`config.mk`:
```
export PLATFORM = sky130hd
export DESIGN_NAME = latency_scoreboard
export DESIGN_NICKNAME = d
export VERILOG_FILES = /design/src/rtl/lsb_pkg.sv /design/src/rtl/lsb_decode.sv /design/src/rtl/lsb_countdown.sv /design/src/rtl/latency_scoreboard.sv
export SDC_FILE = /design/constraint.sdc
export NUM_CORES = 1
export LEC_CHECK = 0
export CORE_UTILIZATION = 30
export DETAILED_ROUTE_END_ITERATION = 10
export DONT_BUFFER_PORTS = 1
export PLACE_DENSITY = 0.45
export RECOVER_POWER = 100
export SKIP_LAST_GASP = 1
export SYNTH_ARGS = -nofsm -noshare
export SYNTH_HDL_FRONTEND = slang
export SYNTH_SLANG_ARGS = --single-unit
export TNS_END_PERCENT = 20
```
`constraint.sdc`:
```
create_clock -name clk -period 19.8 [get_ports clk]
set_clock_uncertainty 0.1 [all_clocks]
set_input_delay 0.99 -clock clk [delete_from_list [all_inputs] [get_ports clk]]
set_output_delay 0.99 -clock clk [all_outputs]
set_load 0.005 [all_outputs]
```
`src/rtl/lsb_pkg.sv`:
```
package lsb_pkg;

  localparam int CNT_W = 7;

  typedef enum logic [3:0] {
    OP_ALU    = 4'd0,
    OP_LOAD   = 4'd1,
    OP_STORE  = 4'd2,
    OP_BRANCH = 4'd3,
    OP_IDIV   = 4'd4,
    OP_IMUL   = 4'd5,
    OP_IMUL3  = 4'd6,
    OP_TOHL   = 4'd7,
    OP_FROMHL = 4'd8,
    OP_FADD   = 4'd9,
    OP_FMUL   = 4'd10,
    OP_FDIVSQ = 4'd11,
    OP_FRSQ   = 4'd12,
    OP_XFER   = 4'd13
  } op_class_e;

  typedef enum logic [1:0] {
    UNIT_NONE = 2'd0,
    UNIT_IMD  = 2'd1,
    UNIT_FMUL = 2'd2,
    UNIT_FDS  = 2'd3
  } iter_unit_e;

  localparam int NUM_UNITS = 3;
  localparam int STALL_CYC = 2;

  typedef struct packed {
    logic [CNT_W-1:0] lat;
    iter_unit_e       unit;
    logic [CNT_W-1:0] occ;
    logic             stall;
  } op_timing_t;

endpackage

```
`src/rtl/lsb_decode.sv`:
```
module lsb_decode
  import lsb_pkg::*;
(
  input  logic [3:0] cls,
  input  logic       wide,
  output op_timing_t tim
);

  function automatic logic [CNT_W-1:0] pick(input logic w, input int narrow, input int broad);
    pick = w ? CNT_W'(broad) : CNT_W'(narrow);
  endfunction

  always_comb begin
    tim.lat   = CNT_W'(1);
    tim.unit  = UNIT_NONE;
    tim.occ   = '0;
    tim.stall = 1'b0;
    case (cls)
      OP_ALU, OP_STORE, OP_FROMHL: tim.lat = CNT_W'(1);
      OP_LOAD, OP_XFER:            tim.lat = CNT_W'(2);
      OP_BRANCH, OP_TOHL:          tim.lat = CNT_W'(3);
      OP_FADD:                     tim.lat = CNT_W'(4);
      OP_IDIV: begin
        tim.lat  = pick(wide, 36, 68);
        tim.occ  = pick(wide, 36, 68);
        tim.unit = UNIT_IMD;
      end
      OP_IMUL: begin
        tim.lat  = pick(wide, 5, 9);
        tim.occ  = pick(wide, 3, 8);
        tim.unit = UNIT_IMD;
      end
      OP_IMUL3: begin
        if (wide) begin
          tim.lat  = CNT_W'(9);
          tim.occ  = CNT_W'(8);
          tim.unit = UNIT_IMD;
        end else begin
          tim.lat   = CNT_W'(2);
          tim.stall = 1'b1;
        end
      end
      OP_FMUL: begin
        tim.lat  = pick(wide, 4, 5);
        tim.occ  = pick(wide, 1, 2);
        tim.unit = UNIT_FMUL;
      end
      OP_FDIVSQ: begin
        tim.lat  = pick(wide, 21, 36);
        tim.occ  = pick(wide, 21, 36);
        tim.unit = UNIT_FDS;
      end
      OP_FRSQ: begin
        tim.lat  = pick(wide, 38, 68);
        tim.occ  = pick(wide, 38, 68);
        tim.unit = UNIT_FDS;
      end
      default: tim.lat = CNT_W'(1);
    endcase
  end

endmodule

```
`src/rtl/lsb_countdown.sv`:
```
module lsb_countdown #(
  parameter int W = 7
) (
  input  logic         clk,
  input  logic         rst_n,
  input  logic         load,
  input  logic [W-1:0] load_val,
  output logic         idle
);

  logic [W-1:0] cnt_q;
  logic [W-1:0] cnt_d;
  logic         cnt_en;

  always_comb begin
    cnt_d  = cnt_q;
    cnt_en = 1'b0;
    if (load) begin
      cnt_d  = load_val;
      cnt_en = 1'b1;
    end else if (cnt_q != '0) begin
      cnt_d  = cnt_q - W'(1);
      cnt_en = 1'b1;
    end
  end

  always_ff @(posedge clk or negedge rst_n) begin
    if (!rst_n) begin
      cnt_q <= '0;
    end else if (cnt_en) begin
      cnt_q <= cnt_d;
    end
  end

  assign idle = (cnt_q == '0);

endmodule

```
`src/rtl/latency_scoreboard.sv`:
```
module latency_scoreboard
  import lsb_pkg::*;
#(
  parameter int NUM_REGS = 32,
  parameter int TAG_W    = $clog2(NUM_REGS)
) (
  input  logic                clk,
  input  logic                rst_n,
  input  logic                iss_valid,
  input  logic [3:0]          iss_class,
  input  logic                iss_wide,
  input  logic                iss_wr,
  input  logic [TAG_W-1:0]    iss_tag,
  output logic [NUM_REGS-1:0] reg_ready,
  output logic                imd_busy,
  output logic                fmul_busy,
  output logic                fds_busy,
  output logic                hold_issue
);

  localparam int HOLD_W = $clog2(STALL_CYC + 1);

  // reset: asserted asynchronously, released after two clock edges
  logic [1:0] rst_pipe_q;
  logic       rst_q_n;

  always_ff @(posedge clk or negedge rst_n) begin
    if (!rst_n) begin
      rst_pipe_q <= 2'b00;
    end else begin
      rst_pipe_q <= {rst_pipe_q[0], 1'b1};
    end
  end
  assign rst_q_n = rst_pipe_q[1];

  op_timing_t tim;

  lsb_decode u_dec (
    .cls  (iss_class),
    .wide (iss_wide),
    .tim  (tim)
  );

  // per-register result countdowns, loaded with latency minus one
  logic [NUM_REGS-1:0] reg_idle;
  logic [NUM_REGS-1:0] reg_hit;
  logic [CNT_W-1:0]    reg_load_val;

  assign reg_load_val = tim.lat - CNT_W'(1);

  for (genvar r = 0; r < NUM_REGS; r++) begin : g_reg
    assign reg_hit[r] = iss_valid && iss_wr && (iss_tag == TAG_W'(r));

    lsb_countdown #(.W(CNT_W)) u_cnt (
      .clk      (clk),
      .rst_n    (rst_q_n),
      .load     (reg_hit[r]),
      .load_val (reg_load_val),
      .idle     (reg_idle[r])
    );

    assign reg_ready[r] = reg_idle[r] && !reg_hit[r];
  end

  // iterative unit occupancy countdowns
  logic [NUM_UNITS-1:0] unit_idle;

  for (genvar u = 0; u < NUM_UNITS; u++) begin : g_unit
    logic unit_load;
    assign unit_load = iss_valid && (tim.unit == iter_unit_e'(u + 1));

    lsb_countdown #(.W(CNT_W)) u_cnt (
      .clk      (clk),
      .rst_n    (rst_q_n),
      .load     (unit_load),
      .load_val (tim.occ),
      .idle     (unit_idle[u])
    );
  end

  assign imd_busy  = !unit_idle[0];
  assign fmul_busy = !unit_idle[1];
  assign fds_busy  = !unit_idle[2];

  // extra stall after a narrow three-operand multiply
  logic hold_idle;

  lsb_countdown #(.W(HOLD_W)) u_hold (
    .clk      (clk),
    .rst_n    (rst_q_n),
    .load     (iss_valid && tim.stall),
    .load_val (HOLD_W'(STALL_CYC)),
    .idle     (hold_idle)
  );

  assign hold_issue = !hold_idle;

endmodule

```
==> metrics.txt, run 1 <==
dpl cell area=roughly 15000 um2; top-area cell type share of the netlist area=0.427; WP data arrival=about 6.3 ns; Clock Sinks=249; Max Cap Violations=8; fraction of layout cells with a size suffix above 1=0.0675; Post-CTS Setup Inserts=0; initial detailed-routing violation count=597; r2r startpoint=rst_pipe_q[1]; H-tree Lvls=2; Synth Register Bits=249; CTS resizes=0; synth warn=0; Final HPWL DP=23.5 mm; post-synth net total=1591; final core occ=0.338; PwrDens=155 nW/um2; Crit Reg-Reg Endpoint=g_reg[0].u_cnt.cnt_q[0]; clock buffer depth=3; IO buf count=0; initial core utilization=0.305; drt drc=0; metal3 WL=1.22 mm; DRT Pass-1 Iters=7; RSZ-0062 raised after global routing=false; drt total wl=37.2 mm; Die Wd=223 um; Worst-Margin Slew=3.09 ns; final cell count without fillers=around 2100; cts bufs inserted=34; global-route wire length before repair=60.5 mm; DR top layer=met4; Critical Path End Type=flop; Peak Freq=164 MHz; clock latency on the worst-skew pair=0.54 ns; final setup violation count=0; Final Instance Area=16200 um2; Crit path required time=20.00 ns; dpl cells=2084; overall power=2.51 mW; pin count of the biggest net entering global routing=approximately 150; Hold Vio Cnt, Final=0; Static Leak=roughly 7.3 nW; commonest register cell after synthesis=dfrtp_1; Nets=1556; Hold Buf Count CTS=0; total gr overflow=0; num rows=80; failing checks=max-capacitance violations, max-slew violations; ys async rst share=1.00; wire length on met2=17.0 mm; vias in the first global route=10900; Rel. slew slack=-1.06; Syn-to-layout area delta=10.7%; CTS tree=built; period utilization=0.307; met1 wire length=18.2 mm; Post-synth EDFFs=0; Vias=11000; commonest cells after routing, fill and taps aside=dfrtp_1, nor2_1, nor3_1; crit path max fanout=33; Slew Viols, Final=between 300 and 400; Synth area leaders=dfrtp_1, mux2i_1, xnor2_1, nor3_1, ha_1; die area=49600 um2; synthesized area=14600 um2; outcome=finished, violations left; die height=223 um; DRT antenna net count=0; gpl congestion=about 0.79; Worst VDD drop=0.0537 mV; root buf cell=clkbuf_16; Worst-path clk slew=0.06 ns; Boundary Pins=50; HP Class=in -> async; Via density=5.15; initial antenna violation count=0; area of the core=47800 um2; Mapped Cells=1540; crit start category=input pin; post-synthesis average cell area=9.49 um2; area leader, netlist=dfrtp_1; drt wl/cell=17.4 um; Seq/Total Area, Yosys=0.427; flop-to-flop setup slack=14.97 ns; Place WS=15.75 ns; WS Path Type=in -> reg; reg2reg path depth=1; antenna diode count=0; Overall Global Routing Usage=0.154; WHS=0.0507 ns; most common cell after layout, fill and taps aside=dfrtp_1; post-route setup TNS=0 ns; Netlist cell types=62; time the worst path needs with I/O delays and setup=~6.1 ns; Setup WS post-layout=13.71 ns
## sequential cells by signal (all words and copies together) (netlist names)
| register | count |
|---|---|
| rst_pipe_q | 2 |
| g_unit.u_cnt.cnt_q | 21 |
| u_hold.cnt_q | 2 |
| g.u_cnt.cnt_q | 224 |
## routing by layer
layer / GRT usage / vias up
met1: 0.210 / 5405
met2: 0.247 / 114
met4: 0.0487 / 0
li1: - / 5454
met5: 0 / -
met3: 0.0263 / 53
## final cells by class
class                   count  area [um2]
fillers                  4923       31700
multi-input cells        1132        7740
flip-flops and latches    249        6230
clock buffers              51        1000
well taps                 615         769
inverters                  80         300
clock inverters             7        81.3
repair buffers              8        46.3
## cell families after synthesis
kind of cell               after synthesis  synth area share
AOI/OAI and AO/OA                      303             0.136
xor gates and xnor gates                84            0.0504
adders and majority gates               37            0.0317
buffers and inverters                  159            0.0425
DFF                                    249             0.427
muxes                                  114            0.0850
other                                    1          0.000257
and+or+nand+nor                        593             0.228
## how the worst max path moves through the flow
stage	start	to	slack (ns)	cells past startpoint
floorplan	rst_pipe_q[1]	g_reg[0].u_cnt.cnt_q[0]	12.25	0
global placement	iss_class[2]	g_reg[22].u_cnt.cnt_q[4]	15.86	11
detailed placement	iss_class[2]	g_reg[27].u_cnt.cnt_q[4]	15.75	11
CTS	g_reg[0].u_cnt.cnt_q[0]	reg_ready[0]	16.13	5
global route	iss_class[2]	g_reg[29].u_cnt.cnt_q[6]	13.15	11
finish	iss_class[2]	g_reg[16].u_cnt.cnt_q[6]	13.71	11
## worst max-delay path, stage by stage
cell	delay (ns)
nor2b_1	0.39
nor3b_1	0.15
o32ai_4	0.11
clkbuf_1	1.74
inv_1	0.12
ha_1	0.35
or4b_2	0.22
o31ai_1	0.07
nor3_2	0.17
clkbuf_1	1.73
o21ai_0	0.23
## where the power goes
part	switching, mW	internal [mW]	leakage (nW)	total (mW)
Combinational	0.446	0.516	3.67	0.961
Sequential	0.204	0.743	3.09	0.947
Clock	0.241	0.364	0.531	0.605
## cell usage after synthesis, types with 20 or more instances
| cell type | count |
|---|---|
| a211oi_1 | 28 |
| a21oi_1 | 50 |
| and2_1 | 34 |
| clkbuf_1 | 57 |
| dfrtp_1 | 249 |
| ha_1 | 37 |
| inv_1 | 80 |
| mux2_2 | 20 |
| mux2i_1 | 79 |
| nand2_1 | 62 |
| nand2b_1 | 72 |
| nand3_1 | 36 |
| nor2_1 | 117 |
| nor3_1 | 97 |
| nor4_1 | 22 |
| o211ai_1 | 59 |
| o21a_1 | 46 |
| o21ai_0 | 50 |
| o22ai_1 | 37 |
| or3_1 | 68 |
| xnor2_1 | 62 |
| xor2_1 | 22 |
Note: power is estimated with default switching activity, not from simulation.
==> run 2: changes to the inputs <==
PLACE_DENSITY = 0.46   (was 0.45)
clock period = 5.47 ns   (was 19.8 ns; I/O delays follow)
==> run 2 against run 1 <==
  * The run still ends with max-capacitance violations, max-slew violations left
  * Combinational power rose to 3.7 times the previous value
  * Die area stayed put
  * Cell count rose by 0.89%
  * Hold slack worse by 0.030 ns
  * Total power rose to 3.6 times the previous value
  * Register-to-register slack worse by 13 ns
  * Worst setup slack worse by 13 ns
  * Count of clock-buffer cells in the layout decreased by 4
  * Critical path depth down 1
  * Non-clock buffer count up 18
  * Cell area is 0.94% higher
  * Critical endpoint is now g_reg[26].u_cnt.cnt_q[2]
  * Largest power group unchanged
==> metrics.txt, run 2 (synthesized netlist as in run 1, its figures left out) <==
time the worst path needs with I/O delays and setup=4.32 ns; Clock Sinks=249 (unchanged); WHS Path Cells=4; Overall Global Routing Usage=0.155 (+0.000786); most common cell after layout, fill and taps aside=dfrtp_1; drt drc=0 (unchanged); IO buf count=0 (unchanged); Min-Delay Endpoint=g_unit[0].u_cnt.cnt_q[0]; Peak Freq=231 MHz; gpl congestion=0.790 (+0.57%); H-tree Lvls=1 (-1); WP data arrival=4.72 ns (-1.57 ns); RSZ-0062 raised after global routing=false; Setup WS post-layout=1.15 ns (-12.56 ns); initial core utilization=0.305 (unchanged); CTS tree=built; total internal power=5.86 mW (+260%); area of the core=47800 um2 (unchanged); sequential share of power=0.378 (about the same); flop-to-flop setup slack=1.90 ns (-13.07 ns); die area=49600 um2 (unchanged); DRT Pass-1 Iters=5 (-2); root buf cell=clkbuf_16; fraction of layout cells with a size suffix above 1=0.0693 (+0.00180); Rel. slew slack=-0.566 (+0.491); beginning of the worst hold path=iss_class[3]; die height=223 um (unchanged); crit path max fanout=33 (unchanged); Die Wd=223 um (unchanged); final cell count without fillers=2161 (+0.89%); overall power=9.08 mW (+260%); combinational power share=0.389 (+0.006); Vias=11100 (+0.54%); Slew Viols, Final=172 (-43%); Max Cap Violations=5 (-3); Worst-path clk slew=0.06 ns (about the same); Final HPWL DP=23.8 mm (+1.3%); commonest cells after routing, fill and taps aside=dfrtp_1, nor2_1, nor3_1; Crit path required time=5.87 ns (-14.13 ns); Crit Reg-Reg Endpoint=g_reg[26].u_cnt.cnt_q[2]; Worst VDD drop=0.238 mV (+340%); initial antenna violation count=1 (+1); CTS resizes=0 (unchanged); Static Leak=7.36 nW (+0.90%); reg2reg path depth=1 (unchanged); clock buffer depth=3 (unchanged); Reg with most FFs=g.u_cnt.cnt_q; PwrDens=556 nW/um2 (+260%); Boundary Pins=50 (unchanged); NetSw=3.22 mW (+260%); clock latency on the worst-skew pair=0.57 ns (+0.03 ns); total gr overflow=0 (unchanged); num rows=80 (unchanged); Place WS=1.81 ns (-13.94 ns); Syn-to-layout area delta=11.7%; HP Class=in -> reg; DRT antenna net count=0 (unchanged); global-route wire length before repair=61.4 mm (+1.4%); Worst-Margin Slew=2.35 ns (-0.737 ns); cts bufs inserted=31 (-8.8%); final core occ=0.341 (+0.00319); pin count of the biggest net entering global routing=142 (-3.4%); sw frac=0.355 (+0.000447); Nets=1571 (+0.96%); period utilization=0.790; drt wl/cell=17.5 um (+0.68%); dpl cells=2085 (+0.048%); Hold Vio Cnt, Final=0 (unchanged); drt total wl=37.8 mm (+1.6%); failing checks=max-capacitance violations, max-slew violations; WS Path Type=in -> reg; crit start category=input pin; post-route setup TNS=0 ns (unchanged); Via density=5.13 (-0.35%); largest registers=g.u_cnt.cnt_q (224), g_unit.u_cnt.cnt_q (21); initial detailed-routing violation count=613 (+2.7%); Critical Path End Type=flop; r2r startpoint=rst_pipe_q[1]; max reg flops=224 (unchanged); Clock Power Share=0.233 (-0.008); vias in the first global route=10900 (+0.53%); final setup violation count=0 (unchanged); outcome=finished, violations left
-- run 2: changes by cell type in the layout (fill, tap and decap cells not counted), sizes merged --
cell	delta
diode	+1
buf	+4
bufinv	+2
inv	-1
dlygate4sd3	+17
clkinv	+3
clkbuf	-7
-- run 2: worst max-delay path by stage --
stage / startpoint / to / slack, ns / cells after the start
6_report: iss_class[3] / g_reg[26].u_cnt.cnt_q[2] / 1.15 / 10
5_1_grt: iss_class[3] / g_reg[26].u_cnt.cnt_q[2] / 0.79 / 10
4_1_cts: iss_class[3] / g_reg[7].u_cnt.cnt_q[4] / 1.78 / 12
3_5_place_dp: iss_class[2] / g_reg[15].u_cnt.cnt_q[4] / 1.81 / 11
3_3_place_gp: iss_class[2] / g_reg[27].u_cnt.cnt_q[4] / 1.94 / 11
2_1_floorplan: rst_pipe_q[1] / g_reg[0].u_cnt.cnt_q[0] / 1.28 / 0
-- run 2: final cells by class --
| class | count | area, um2 |
|---|---|---|
| fillers | 4915 | 31500 |
| multi-input cells | 1132 | 7730 |
| clock buffers | 47 | 916 |
| clock inverters | 11 | 136 |
| repair buffers | 26 | 235 |
| diodes | 1 | 2.50 |
| flip-flops and latches | 249 | 6230 |
| inverters | 80 | 300 |
| well taps | 615 | 769 |
-- run 2: repair_timing --
item / CTS / global route
endpoints found under the hold margin: 37 / 0
hold buffers: 17 / 0
endpoints found under the setup margin: 0 / 0
buffers inserted: 0 / 0
-- run 2: stage by stage --
step,hold slack (ns),instance area (um2)
2_1_floorplan,-0.122,14600
3_3_place_gp,-0.122,15200
3_5_place_dp,-0.122,15200
4_1_cts,0.00435,16400
5_1_grt,0.0303,16300
6_report,0.0203,16300
-- run 2: per-layer routing --
| metal | track usage | up-vias | wire (um) |
|---|---|---|---|
| met2 | 0.242 | 120 | 16700 |
| met4 | 0.0400 | 0 | 892 |
| li1 | - | 5477 | - |
| met5 | 0 | - | 0 |
| met1 | 0.217 | 5442 | 18700 |
| met3 | 0.0309 | 46 | 1500 |
-- run 2: power by group through the flow --
stage	logic (mW)	registers, mW	clock network [mW]
after floorplan	3.01	3.29	0
after global placement	3.48	3.46	0
after detailed placement	3.58	3.45	0
after CTS	3.62	3.44	2.19
after global routing	4.05	3.58	2.26
final	3.53	3.43	2.12
-- run 2: worst max-delay path, stage by stage --
cell	delay, ns
dlygate4sd3_1	0.62
nor2b_1	0.43
nor3b_1	0.16
o32ai_4	0.11
buf_4	0.52
inv_1	0.10
ha_2	0.22
xnor2_1	0.15
clkbuf_1	1.69
mux2_2	0.39
==> run 3: changes to the inputs <==
ABC_AREA = 1   (was unset)
PLACE_DENSITY = 0.45   (was 0.46)
clock period = 4.3 ns   (was 5.47 ns; I/O delays follow)
==> run 3 against run 2 <==
  * The flow finishes with violations (negative hold slack, max-capacitance violations, max-slew violations)
  * Die area down 2.9%
  * Cell count increased by 16%
  * Critical path depth rose by 5
  * Register-to-register slack got worse by 0.46 ns
  * Sequential share of layout area is 0.97 points higher
  * First-iteration DRC count grew 7.7%
  * Routed wire length grew 2.2%
  * Count of clock-buffer cells in the layout down 1
  * Synthesized cell count grew 20%
  * Area after synthesis decreased by 2.9%
  * Critical endpoint is now g_reg[28].u_cnt.cnt_q[6]
  * Clock power grew 15%
==> metrics.txt, run 3 <==
Die Wd=219 um (-1.5%); root buf cell=clkbuf_16; Peak Freq=around 280 MHz; synth warn=0 (unchanged); Synth Register Bits=249 (unchanged); IO buf count=0 (unchanged); Mapped Cells=1855 (+20%); WP data arrival=3.89 ns (-0.83 ns); CTS tree=built; Nets=1940 (+23%); die height=219 um (-1.5%); antenna diode count=0 (-1); ys async rst share=1.00 (unchanged); Clock Sinks=249 (unchanged); most common cell after layout, fill and taps aside=nand2_1; Slew Viols, Final=80 (-53%); CP max stage delay=0.60 ns (-1.09 ns); Vias=12000 (+8.2%); PwrDens=706 nW/um2 (+27%); CP dominant cell by count=nand2_1; crit start category=input pin; fillers=4926 (+0.22%); failing checks=negative hold slack, max-capacitance violations, max-slew violations; clock latency on the worst-skew pair=0.57 ns (about the same); area of the core=46600 um2 (-2.7%); vias in the first global route=11800 (+8.0%); Seq/Total Area, Yosys=0.439 (+0.0129); Max Cap Violations=3 (-2); multi-input logic area=6960 um2 (-10%); DRT antenna net count=0 (unchanged); DRT Pass-1 Iters=5 (unchanged); CP Cell Sequence=dlygate4sd3_1 -> inv_1 -> nor2_1 -> nand2_1 -> nor2_1 -> dlygate4sd3_1 -> inv_1 -> nand3_1 -> a21oi_1 -> ha_1 -> nand3_1 -> nand2_1 -> clkbuf_2 -> nand2_1 -> nand2_1; pin count of the biggest net entering global routing=129 (-9.2%); commonest cells after routing, fill and taps aside=nand2_1, dfrtp_1, nor2_1; post-route setup TNS=0 ns (unchanged); area leader, netlist=dfrtp_1; H-tree Lvls=1 (unchanged); Top delay family on crit path=buffers and inverters; Setup WS post-layout=0.765 ns (-0.384 ns); post-synth net total=1906 (+20%); synthesized area=14200 um2 (-2.9%); Place WS=1.37 ns (-0.435 ns); drt drc=0 (unchanged); Crit path required time=4.65 ns (-1.22 ns); Overall Global Routing Usage=0.165 (+0.0104); fraction of layout cells with a size suffix above 1=0.0388 (-0.0304); Rel. slew slack=-0.120 (+0.446); initial core utilization=0.305 (-0.000732); post-synthesis average cell area=7.64 um2 (-19%); Hold Vio Cnt, Final=1 (+1); RSZ-0062 raised after global routing=false; period utilization=0.822; drt wl/cell=15.4 um (-12%); Critical Path End Type=flop; most common library cells after synthesis=nand2_1, dfrtp_1, nor2_1; cts bufs inserted=31 (unchanged); Reg with most FFs=g.u_cnt.cnt_q; flop-to-flop setup slack=1.44 ns (-0.46 ns); total gr overflow=0 (unchanged); gpl congestion=0.849 (+7.4%); largest registers=g.u_cnt.cnt_q (224), g_unit.u_cnt.cnt_q (21); sequential cell area=6230 um2 (unchanged); Worst-path clk slew=0.06 ns (about the same); time the worst path needs with I/O delays and setup=between 3 and 4 ns; global-route wire length before repair=63.4 mm (+3.4%); Boundary Pins=50 (unchanged); WHS=-0.00139 ns (-0.0217 ns); final setup violation count=0 (unchanged); num rows=79 (-1.3%); drt total wl=38.6 mm (+2.2%); outcome=finished, violations left; Static Leak=7.79 nW (+5.9%); Post-synth EDFFs=0 (unchanged); Netlist cell types=40 (-35%); commonest register cell after synthesis=dfrtp_1; initial detailed-routing violation count=660 (+7.7%); clock buffer depth=3 (unchanged); slowest cell on the critical path=dlygate4sd3_1; Synth area leaders=dfrtp_1, nand2_1, nand3_1, nor2_1, inv_1; Worst-Margin Slew=1.68 ns (-0.669 ns); initial antenna violation count=0 (-1); Post-CTS Setup Inserts=0 (unchanged); die area=48100 um2 (-2.9%); HP Class=in -> reg; Via density=4.78 (-6.9%); most common cell in the netlist=nand2_1; Final HPWL DP=25.4 mm (+6.8%); Worst VDD drop=0.332 mV (+40%); Syn-to-layout area delta=12.3%; crit path max fanout=21 (-36%); top-area cell type share of the netlist area=0.439 (+0.0129); WS Path Type=in -> reg; max reg flops=224 (unchanged); CP bufs+invs=5 (+1)
==> run 3: changes by cell type after synthesis, sizes merged, moves of 77 or more <==
cell | before | now
inv | 80 | 210
mux2i | 79 | 0
nand2 | 62 | 493
nand3 | 36 | 200
nor2 | 117 | 234
nor3 | 99 | 22
==> run 3: tightest hold or removal path: stages <==
cell and delay (ns):
nor2_1 0.06, nand2_2 0.11, nor2_1 0.05, inv_1 0.10, o21ai_0 0.08
==> run 3: through the flow <==
step / cells / cell area [um2] / util / power [mW] / hold slack, ns
after CTS: 2512 / 16000 / 0.343 / 11.4 / 0.0000415
after floorplan: 1855 / 14200 / - / 7.91 / -0.181
final: 2512 / 15900 / 0.342 / 11.2 / -0.00139
after global routing: 2512 / 15900 / 0.342 / 12.4 / 0.0433
after detailed placement: 2444 / 14900 / 0.319 / 8.85 / -0.181
after global placement: 2444 / 14900 / 0.319 / 8.79 / -0.181
==> run 3: per-layer routing <==
layer  track usage  vias to the layer above  part of all wire
met4        0.0336                        0             0.012
met5             0                        -                 0
met2         0.276                      129              0.46
met3        0.0280                       38             0.044
met1         0.223                     5705              0.48
li1              -                     6127                 -
==> run 3: repair_timing <==
action	in CTS	in global routing
setup endpoints to repair	0	0
endpoints found under the hold margin	51	0
gates resized for setup	0	0
hold buffers	19	0
==> run 3: report_power, final <==
part | switching (mW) | internal [mW] | leakage, nW
logic | 2.63 | 1.97 | 4.29
registers | 0.733 | 3.47 | 3.05
clock network | 1.02 | 1.42 | 0.454
total | 4.38 | 6.86 | 7.79
==> run 3: cell families after synthesis <==
family          count (synthesis)  share of synthesized area
compound gates                223                     0.0923
xor+xnor                      106                     0.0655
fa+ha+maj                      37                     0.0326
buf+inv                       240                     0.0679
flops                         249                      0.439
other cells                     1                   0.000264
simple gates                  999                      0.302
==> run 3: final cells by class <==
| class | count | area share |
|---|---|---|
| well taps | 607 | 0.0477 |
| clock buffers | 46 | 0.0567 |
| flip-flops and latches | 249 | 0.391 |
| multi-input cells | 1366 | 0.437 |
| inverters | 211 | 0.0499 |
| repair buffers | 30 | 0.0163 |
| clock inverters | 3 | 0.000943 |
==> run 3: final timing paths <==
| kind | startpoint | end | cells after the start |
|---|---|---|---|
| worst max-delay path | iss_class[2] | g_reg[28].u_cnt.cnt_q[6] | 15 |
| max in group asynchronous | rst_pipe_q[1] | g_reg[29].u_cnt.cnt_q[4] | 1 |
| min in group asynchronous | rst_n | rst_pipe_q[1] | 2 |
| worst min-delay path | iss_class[0] | g_unit[0].u_cnt.cnt_q[6] | 5 |
| worst max register to register | rst_pipe_q[1] | g_reg[29].u_cnt.cnt_q[4] | 1 |
| worst min register to register | rst_pipe_q[0] | rst_pipe_q[1] | 0 |
